$ cat config.mk
export PLATFORM = sky130hd
export DESIGN_NAME = tmr16_cmp
export DESIGN_NICKNAME = d
export VERILOG_FILES = /design/src/rtl/tmr16_pkg.sv /design/src/rtl/tmr16_regs.sv /design/src/rtl/tmr16_src.sv /design/src/rtl/tmr16_core.sv /design/src/rtl/tmr16_cmp.sv
export SDC_FILE = /design/constraint.sdc
export NUM_CORES = 1
export LEC_CHECK = 0
export ABC_AREA = 1
export BUFFER_PORTS_ARGS = -buffer_cell sky130_fd_sc_hd__buf_4
export CELL_PAD_IN_SITES_DETAIL_PLACEMENT = 0
export CELL_PAD_IN_SITES_GLOBAL_PLACEMENT = 2
export CORE_MARGIN = 10
export CORE_UTILIZATION = 34
export CTS_BUF_LIST = sky130_fd_sc_hd__clkbuf_4
export DETAILED_ROUTE_END_ITERATION = 10
export GPL_TIMING_DRIVEN = 0
export PLACE_DENSITY = 0.8
export SETUP_SLACK_MARGIN = 0.15
export SLEW_MARGIN = 15
export SYNTH_ARGS = -nofsm -noshare
export SYNTH_HDL_FRONTEND = slang
export SYNTH_SLANG_ARGS = --single-unit
$ cat constraint.sdc
create_clock -name clk -period 2.7 [get_ports clk]
set_clock_uncertainty 0.15 [all_clocks]
set_input_delay 0.27 -clock clk [delete_from_list [all_inputs] [get_ports clk]]
set_output_delay 0.27 -clock clk [all_outputs]
set_load 0.05 [all_outputs]
$ cat src/rtl/tmr16_pkg.sv
`timescale 1ns/1ps
package tmr16_pkg;
  localparam int BUS_W  = 8;
  localparam int ADDR_W = 3;
  localparam int PS_W   = 2;
  localparam int PRE_W  = (1 << PS_W) - 1;

  localparam logic [ADDR_W-1:0] A_CTRL   = 3'd0;
  localparam logic [ADDR_W-1:0] A_CNT_LO = 3'd1;
  localparam logic [ADDR_W-1:0] A_CNT_HI = 3'd2;
  localparam logic [ADDR_W-1:0] A_CMP_LO = 3'd3;
  localparam logic [ADDR_W-1:0] A_MODE   = 3'd5;
  localparam logic [ADDR_W-1:0] A_FLAG   = 3'd6;
  localparam logic [ADDR_W-1:0] A_IEN    = 3'd7;

  localparam logic [3:0] MODE_PERIOD_RESET = 4'b1011;

  // bit order matches the control byte: [5:4] psel, [3] osc, [2] bypass, [1] ext, [0] run
  typedef struct packed {
    logic [PS_W-1:0] psel;
    logic            osc_en;
    logic            no_sync;
    logic            ext_src;
    logic            run;
  } ctrl_t;

  localparam int CTRL_W = $bits(ctrl_t);
endpackage

$ cat src/rtl/tmr16_regs.sv
`timescale 1ns/1ps
module tmr16_regs
  import tmr16_pkg::*;
#(
  parameter int BW = BUS_W,
  localparam int CW = 2 * BW
) (
  input  logic              clk,
  input  logic              rst_por_n,
  input  logic              rst_any_n,
  input  logic              wr,
  input  logic [ADDR_W-1:0] addr,
  input  logic [BW-1:0]     wdata,
  output ctrl_t             ctrl_o,
  output logic [CW-1:0]     cmp_o,
  output logic [3:0]        mode_o,
  output logic [1:0]        ien_o
);
  ctrl_t         ctrl_q, ctrl_d;
  logic [CW-1:0] cmp_q,  cmp_d;
  logic [3:0]    mode_q, mode_d;
  logic [1:0]    ien_q,  ien_d;
  logic          wr_ctrl;

  assign wr_ctrl = wr && (addr == A_CTRL);

  always_comb begin
    ctrl_d = ctrl_q;
    mode_d = mode_q;
    ien_d  = ien_q;
    cmp_d  = cmp_q;
    if (wr_ctrl)               ctrl_d = ctrl_t'(wdata[CTRL_W-1:0]);
    if (wr && addr == A_MODE)  mode_d = wdata[3:0];
    if (wr && addr == A_IEN)   ien_d  = wdata[1:0];
    for (int b = 0; b < 2; b++)
      if (wr && addr == A_CMP_LO + ADDR_W'(b)) cmp_d[b*BW +: BW] = wdata;
  end

  // control byte: only the power-on/brown-out reset clears it
  always_ff @(posedge clk or negedge rst_por_n) begin
    if (!rst_por_n) ctrl_q <= '0;
    else            ctrl_q <= ctrl_d;
  end

  always_ff @(posedge clk or negedge rst_any_n) begin
    if (!rst_any_n) begin
      cmp_q  <= '0;
      mode_q <= '0;
      ien_q  <= '0;
    end else begin
      cmp_q  <= cmp_d;
      mode_q <= mode_d;
      ien_q  <= ien_d;
    end
  end

  assign ctrl_o = ctrl_q;
  assign cmp_o  = cmp_q;
  assign mode_o = mode_q;
  assign ien_o  = ien_q;

  // the other reset input never disturbs the control byte
  assert_ctrl_hold_R2: assert property (@(posedge clk) disable iff (!rst_por_n)
    !wr_ctrl |=> $stable(ctrl_q));
endmodule

$ cat src/rtl/tmr16_src.sv
`timescale 1ns/1ps
module tmr16_src
  import tmr16_pkg::*;
#(
  parameter int SYNC_N = 2
) (
  input  logic            clk,
  input  logic            rst_n,
  input  logic            run,
  input  logic            ext_src,
  input  logic            no_sync,
  input  logic [PS_W-1:0] psel,
  input  logic            tick_en,
  input  logic            ext_in,
  input  logic            cnt_wr,
  output logic            tick
);
  logic [SYNC_N-1:0] sync_q, sync_d;
  logic              sprev_q, raw_q;
  logic [PRE_W-1:0]  pre_q, pre_d, lim;
  logic              edge_sync, edge_raw, src_pulse, at_lim;

  generate
    if (SYNC_N == 1) begin : g_sync1
      assign sync_d = ext_in;
    end else begin : g_syncn
      assign sync_d = {sync_q[SYNC_N-2:0], ext_in};
    end
  endgenerate

  assign lim       = PRE_W'((1 << psel) - 1);
  assign edge_sync = sync_q[SYNC_N-1] & ~sprev_q;
  assign edge_raw  = ext_in & ~raw_q;
  assign src_pulse = ext_src ? (no_sync ? edge_raw : edge_sync) : tick_en;
  assign at_lim    = (pre_q >= lim);
  assign tick      = run & src_pulse & at_lim;

  always_comb begin
    pre_d = pre_q;
    if (cnt_wr)                pre_d = '0;
    else if (run && src_pulse) pre_d = at_lim ? '0 : pre_q + 1'b1;
  end

  always_ff @(posedge clk or negedge rst_n) begin
    if (!rst_n) begin
      sync_q  <= '0;
      sprev_q <= 1'b0;
      raw_q   <= 1'b0;
      pre_q   <= '0;
    end else begin
      sync_q  <= sync_d;
      sprev_q <= sync_q[SYNC_N-1];
      raw_q   <= ext_in;
      pre_q   <= pre_d;
    end
  end

  // a count write leaves the prescaler empty
  assert_prescale_cleared_R5: assert property (@(posedge clk) disable iff (!rst_n)
    cnt_wr |=> (pre_q == '0));
  // with the run bit clear no increment is issued
  assert_idle_no_tick_R4: assert property (@(posedge clk) disable iff (!rst_n)
    !run |-> !tick);
endmodule

$ cat src/rtl/tmr16_core.sv
`timescale 1ns/1ps
module tmr16_core
  import tmr16_pkg::*;
#(
  parameter int BW = BUS_W,
  localparam int CW = 2 * BW
) (
  input  logic              clk,
  input  logic              rst_n,
  input  logic              wr,
  input  logic [ADDR_W-1:0] addr,
  input  logic [BW-1:0]     wdata,
  input  logic              tick,
  input  logic [CW-1:0]     cmp,
  input  logic [3:0]        mode,
  output logic              cnt_wr,
  output logic [CW-1:0]     cnt_o,
  output logic              trig_o,
  output logic              ovf_o,
  output logic              cmpf_o
);
  logic [CW-1:0] cnt_q, cnt_d;
  logic          incd_q, incd_d;
  logic          ovf_q, ovf_d, cmpf_q, cmpf_d;
  logic          trig, ovf_set, flag_wr, lo_wr;

  assign lo_wr   = wr && (addr == A_CNT_LO);
  assign cnt_wr  = wr && (addr == A_CNT_LO || addr == A_CNT_HI);
  assign flag_wr = wr && (addr == A_FLAG);
  assign trig    = (mode == MODE_PERIOD_RESET) && incd_q && (cnt_q == cmp);
  assign ovf_set = tick && (&cnt_q) && !trig && !cnt_wr;

  always_comb begin
    if (trig)      cnt_d = '0;
    else if (tick) cnt_d = cnt_q + 1'b1;
    else           cnt_d = cnt_q;
    // a bus write beats both the match clear and the increment
    for (int b = 0; b < 2; b++)
      if (wr && addr == A_CNT_LO + ADDR_W'(b)) cnt_d[b*BW +: BW] = wdata;
    incd_d = tick && !trig && !cnt_wr;
    ovf_d  = (flag_wr ? wdata[0] : ovf_q)  | ovf_set;
    cmpf_d = (flag_wr ? wdata[1] : cmpf_q) | trig;
  end

  // count bytes carry no reset at all
  always_ff @(posedge clk) begin
    cnt_q <= cnt_d;
  end

  always_ff @(posedge clk or negedge rst_n) begin
    if (!rst_n) begin
      incd_q <= 1'b0;
      ovf_q  <= 1'b0;
      cmpf_q <= 1'b0;
    end else begin
      incd_q <= incd_d;
      ovf_q  <= ovf_d;
      cmpf_q <= cmpf_d;
    end
  end

  assign cnt_o  = cnt_q;
  assign trig_o = trig;
  assign ovf_o  = ovf_q;
  assign cmpf_o = cmpf_q;

  // the trigger clears the count and lasts one cycle
  assert_match_clears_R6: assert property (@(posedge clk) disable iff (!rst_n)
    (trig && !cnt_wr) |=> (cnt_q == '0));
  assert_trig_pulse_R6: assert property (@(posedge clk) disable iff (!rst_n)
    trig |=> !trig);
  // a match clear does not raise the overflow flag
  assert_match_no_ovf_R7: assert property (@(posedge clk) disable iff (!rst_n)
    (trig && !ovf_q && !flag_wr) |=> !ovf_q);
  // the written low byte survives a coincident trigger
  assert_write_wins_R9: assert property (@(posedge clk) disable iff (!rst_n)
    (trig && lo_wr) |=> (cnt_q[BW-1:0] == $past(wdata)));
endmodule

$ cat src/rtl/tmr16_cmp.sv
`timescale 1ns/1ps
module tmr16_cmp
  import tmr16_pkg::*;
#(
  parameter int BW     = BUS_W,
  parameter int SYNC_N = 2,
  localparam int CW    = 2 * BW
) (
  input  logic              clk,
  input  logic              rst_por_n,
  input  logic              rst_sys_n,
  input  logic              bus_wr,
  input  logic [ADDR_W-1:0] bus_addr,
  input  logic [BW-1:0]     bus_wdata,
  output logic [BW-1:0]     bus_rdata,
  input  logic              tick_en,
  input  logic              ext_in,
  output logic [CW-1:0]     count_o,
  output logic              match_trig_o,
  output logic              irq_o
);
  logic          rst_any_n;
  ctrl_t         ctrl;
  logic [CW-1:0] cmp, cnt;
  logic [3:0]    mode;
  logic [1:0]    ien;
  logic          tick, cnt_wr, trig, ovf, cmpf;

  assign rst_any_n = rst_por_n & rst_sys_n;

  tmr16_regs #(.BW(BW)) u_regs (
    .clk(clk), .rst_por_n(rst_por_n), .rst_any_n(rst_any_n),
    .wr(bus_wr), .addr(bus_addr), .wdata(bus_wdata),
    .ctrl_o(ctrl), .cmp_o(cmp), .mode_o(mode), .ien_o(ien)
  );

  tmr16_src #(.SYNC_N(SYNC_N)) u_src (
    .clk(clk), .rst_n(rst_any_n), .run(ctrl.run), .ext_src(ctrl.ext_src),
    .no_sync(ctrl.no_sync), .psel(ctrl.psel), .tick_en(tick_en),
    .ext_in(ext_in), .cnt_wr(cnt_wr), .tick(tick)
  );

  tmr16_core #(.BW(BW)) u_core (
    .clk(clk), .rst_n(rst_any_n), .wr(bus_wr), .addr(bus_addr),
    .wdata(bus_wdata), .tick(tick), .cmp(cmp), .mode(mode),
    .cnt_wr(cnt_wr), .cnt_o(cnt), .trig_o(trig), .ovf_o(ovf), .cmpf_o(cmpf)
  );

  always_comb begin
    bus_rdata = '0;
    case (bus_addr)
      A_CTRL:   bus_rdata = BW'(ctrl);
      A_CNT_LO: bus_rdata = cnt[BW-1:0];
      A_CNT_HI: bus_rdata = cnt[CW-1:BW];
      3'd3:     bus_rdata = cmp[BW-1:0];
      3'd4:     bus_rdata = cmp[CW-1:BW];
      A_MODE:   bus_rdata = BW'(mode);
      A_FLAG:   bus_rdata = BW'({cmpf, ovf});
      A_IEN:    bus_rdata = BW'(ien);
      default:  bus_rdata = '0;
    endcase
  end

  assign count_o      = cnt;
  assign match_trig_o = trig;
  assign irq_o        = (ovf & ien[0]) | (cmpf & ien[1]);

  // an interrupt needs a set flag with its enable
  assert_irq_source_R8: assert property (@(posedge clk) disable iff (!rst_any_n)
    irq_o |-> ((ovf && ien[0]) || (cmpf && ien[1])));
endmodule

==> flow_metrics.py <==
metrics = {
    "placed_design": {
        "place.gp.congestion": 0.868,
        "hpwlAfterDp_um": 9230,
        "post-place-ws_ps": 268,
        "portBuffers": 41,
    },
    "sta": {
        "fin_tns_setup_ps": 0,
        "tightest_slew_ps": 737,
        "slew_violations": 0,
        "whs_ps": 12.5,
        "rsz0062_at_grt": "false",
        "finalCriticalPeriod_ps": 2410,
        "hold_viol_final": 0,
        "finalWorstSetupSlack_ps": 285,
        "setup_viol": 0,
        "relSlewSlack_pct": 50.8,
        "fmax_mhz": 414,
        "fin_crit_sh_pct": 89.4,
    },
    "routing": {
        "route.detailed.drc": 0,
        "wl_per_cell_um": 17.8,
        "ant_nets": 0,
        "drt_iter0_markers": 284,
        "vias": 3367,
        "routed_wl_um": 12200,
        "firstDrtPassIters": 5,
        "via_per_inst": 4.89,
    },
    "worst_setup_path": {
        "r2r_start": "u_regs.ctrl_o[5]",
        "r2r_end": "u_core.cnt_o[6]",
        "cp.required_ps": 2280,
        "crit_slowest_cell": "edfxtp_1",
        "critPathLaunchType": "flip-flop",
        "crit_top_cell": "nand2_1",
        "path_max_fanout": 10,
        "r2r_slack_ps": 400,
        "critical_path_class": "reg -> out",
        "cp-end-kind": "primary output",
        "cp.arrival_ps": 1990,
        "r2r_cells": 6,
        "path_cells": "inv_1 > nand2_1 > nand2_1 > nor2_1 > nand2_1 > nor2_1 > nand3_2 > buf_6 > inv_1 > buf_6",
        "max_stage_delay_ps": 530,
    },
    "floorplan": {
        "std_cell_rows": 36,
        "ios": 43,
        "dieArea_um2": 14400,
        "die_w_um": 120,
        "initial_core_util_pct": 34.8,
        "core_area_um2": 9770,
        "die_y_um": 120,
    },
    "synth": {
        "synth_seq_area_share_pct": 41.4,
        "synth.cell_area_um2": 3400,
        "ys_ff_latch": 53,
        "yosys_warnings": 0,
        "syn_avg_cell_area_um2": 7.01,
        "syn_inst": 485,
        "syn_nets": 507,
        "synth_cell_type_count": 31,
    },
    "run": {
        "maxCapViolations": 0,
    },
    "cells_and_area": {
        "area_growth_pct": 21.4,
        "finalNetCount": 577,
        "drive_above_1_share_pct": 16.0,
        "fillCellCount": 1071,
        "antenna_cells": 0,
        "utilization_pct": 42.2,
    },
    "cts": {
        "cts_buffers": 5,
        "insertion_delay_ps": 390,
        "clkTransAtPathRegs_ps": 170,
        "clkSinkCount": 53,
        "max-clock-path-buffers": 2,
        "cts_tree": "built",
        "root_buffer": "clkbuf_4",
        "htreeDepth": 2,
    },
    "global_routing": {
        "grt_pass1_vias": 3264,
        "grt.overflow.total": 0,
        "grtUsageTotal_pct": 17.0,
        "antenna_found_initial": 0,
        "grt_max_degree": 32,
        "grt_pass1_wl_um": 19000,
    },
    "run_status": {
        "status": "finished clean",
    },
    "worst_hold_path": {
        "whs_endpoint": "u_core.cnt_o[3]",
        "hold_class": "in -> reg",
        "holdCritStartpoint": "bus_wdata[3]",
        "hold_depth": 3,
    },
    "power": {
        "pwr_density_cell_nw_per_um2": 693,
        "p_leak_nw": 2.16,
        "peakVddDrop_mv": 0.355,
    },
}
[per-stage QoR]
stage	cell area, µm²	instances	total power [mW]
global route	4130	689	3.07
finish	4130	689	2.86
detailed placement	3870	659	2.39
global placement	3870	659	2.38
floorplan	3400	485	1.99
CTS	4040	679	2.83
[routing by layer]
layer,wire (µm),share of wire (%),global-route usage (%)
met4,111,0.91,3.17
met3,696,5.7,2.77
met5,0,0,0
met2,5740,47,27.4
met1,5680,46,23.5
[cell type report]
| cell class | count | area [µm²] | area share (%) |
|---|---|---|---|
| Multi-Input combinational cell | 353 | 1700 | 41.1 |
| Sequential cell | 53 | 1410 | 34.1 |
| Timing Repair Buffer | 63 | 487 | 11.8 |
| Inverter | 72 | 270 | 6.55 |
| Tap cell | 133 | 166 | 4.03 |
| Buffer | 7 | 40.0 | 0.970 |
| Clock buffer | 5 | 37.5 | 0.909 |
| Clock inverter | 3 | 26.3 | 0.636 |
[how the worst max path moves through the flow]
stage | from | endpoint | slack [ps]
after global routing | u_core.cnt_o[9] | match_trig_o | 100
after floorplan | u_core.cnt_o[5] | match_trig_o | 480
after detailed placement | u_core.cnt_o[13] | u_core.cnt_o[6] | 270
after CTS | u_core.cnt_o[9] | match_trig_o | 170
after global placement | u_core.cnt_o[3] | u_core.cnt_o[7] | 220
final | u_core.cnt_o[11] | match_trig_o | 290
[placed cells by master (no fill, tap or decap), types with 2 or more instances in the layout]
cell type	n
nor2_2	2
nand2_1	171
buf_4	58
inv_1	67
ha_1	5
dfrtp_1	37
nor2_8	2
o2111ai_1	2
nand2_2	2
nor2_1	44
nand4_1	5
inv_2	5
edfxtp_1	16
nand3_1	39
o221ai_1	2
clkinv_4	2
nand3b_1	2
buf_2	5
xor2_1	11
nor3_1	2
o22ai_1	9
dlygate4sd3_1	4
a21oi_1	11
o21ai_0	30
o211ai_1	4
nand3_2	2
a22oi_1	2
clkbuf_4	5
buf_6	2
[sequential cells by signal (all words and copies together), names as in the netlist]
name / cells
u_regs.mode_o: 4
u_regs.ctrl_o: 6
u_src.sync_q: 2
u_src.pre_q: 3
u_core.cmpf_o: 1
u_src.sprev_q: 1
u_regs.ien_o: 2
u_regs.cmp_o: 16
u_core.ovf_o: 1
u_core.incd_q: 1
u_core.cnt_o: 16
[cells by family (layout without fill, tap and decap cells)]
kind of cell | Yosys count | after routing | share of synthesized area [%]
and+or+nand+nor | 275 | 275 | 34.5
buffers and inverters | 79 | 150 | 8.94
adders and majority gates | 5 | 5 | 1.84
AOI/OAI and AO/OA | 62 | 62 | 10.5
DFF | 53 | 53 | 41.4
xor gates and xnor gates | 11 | 11 | 2.83
[power breakdown]
part	internal, mW	leakage, nW	switching (mW)
combinational	0.430	1.50	0.841
clock	0.109	0.0358	0.300
sequential	1.01	0.620	0.168
total	1.55	2.16	1.31
[Yosys cell counts (all sizes together)]
| master | n | area, µm² |
|---|---|---|
| a211oi | 1 | 7.51 |
| a21oi | 11 | 55.1 |
| a22oi | 2 | 15.0 |
| buf | 6 | 30.0 |
| clkbuf | 1 | 3.75 |
| dfrtp | 37 | 926 |
| edfxtp | 16 | 480 |
| ha | 5 | 62.6 |
| inv | 72 | 270 |
| nand2 | 174 | 666 |
| nand3 | 41 | 210 |
| nand3b | 2 | 15.0 |
| nand4 | 5 | 31.3 |
| nor2 | 49 | 229 |
| nor3 | 2 | 10.0 |
| nor4 | 1 | 6.26 |
| o2111ai | 2 | 17.5 |
| o211ai | 4 | 30.0 |
| o21ai | 30 | 150 |
| o221ai | 2 | 17.5 |
| o22ai | 9 | 56.3 |
| o2bb2ai | 1 | 8.76 |
| or2 | 1 | 6.26 |
| xor2 | 11 | 96.3 |
[timing repair]
action | 4_1_cts | 5_1_grt
gates resized for setup | 0 | 5
setup endpoints to repair | 1 | 16
hold endpoints to repair | 39 | 0
gates cloned | 0 | 0
hold buffers | 4 | 0
buffers inserted | 8 | 10
[worst max-delay path, delay by kind of cell, from the launching register on]
| family | cells | cell delay [ps] |
|---|---|---|
| simple gates | 6 | 550 |
| flops | 1 | 530 |
| buf+inv | 4 | 520 |
(Power assumes the default switching activity.)
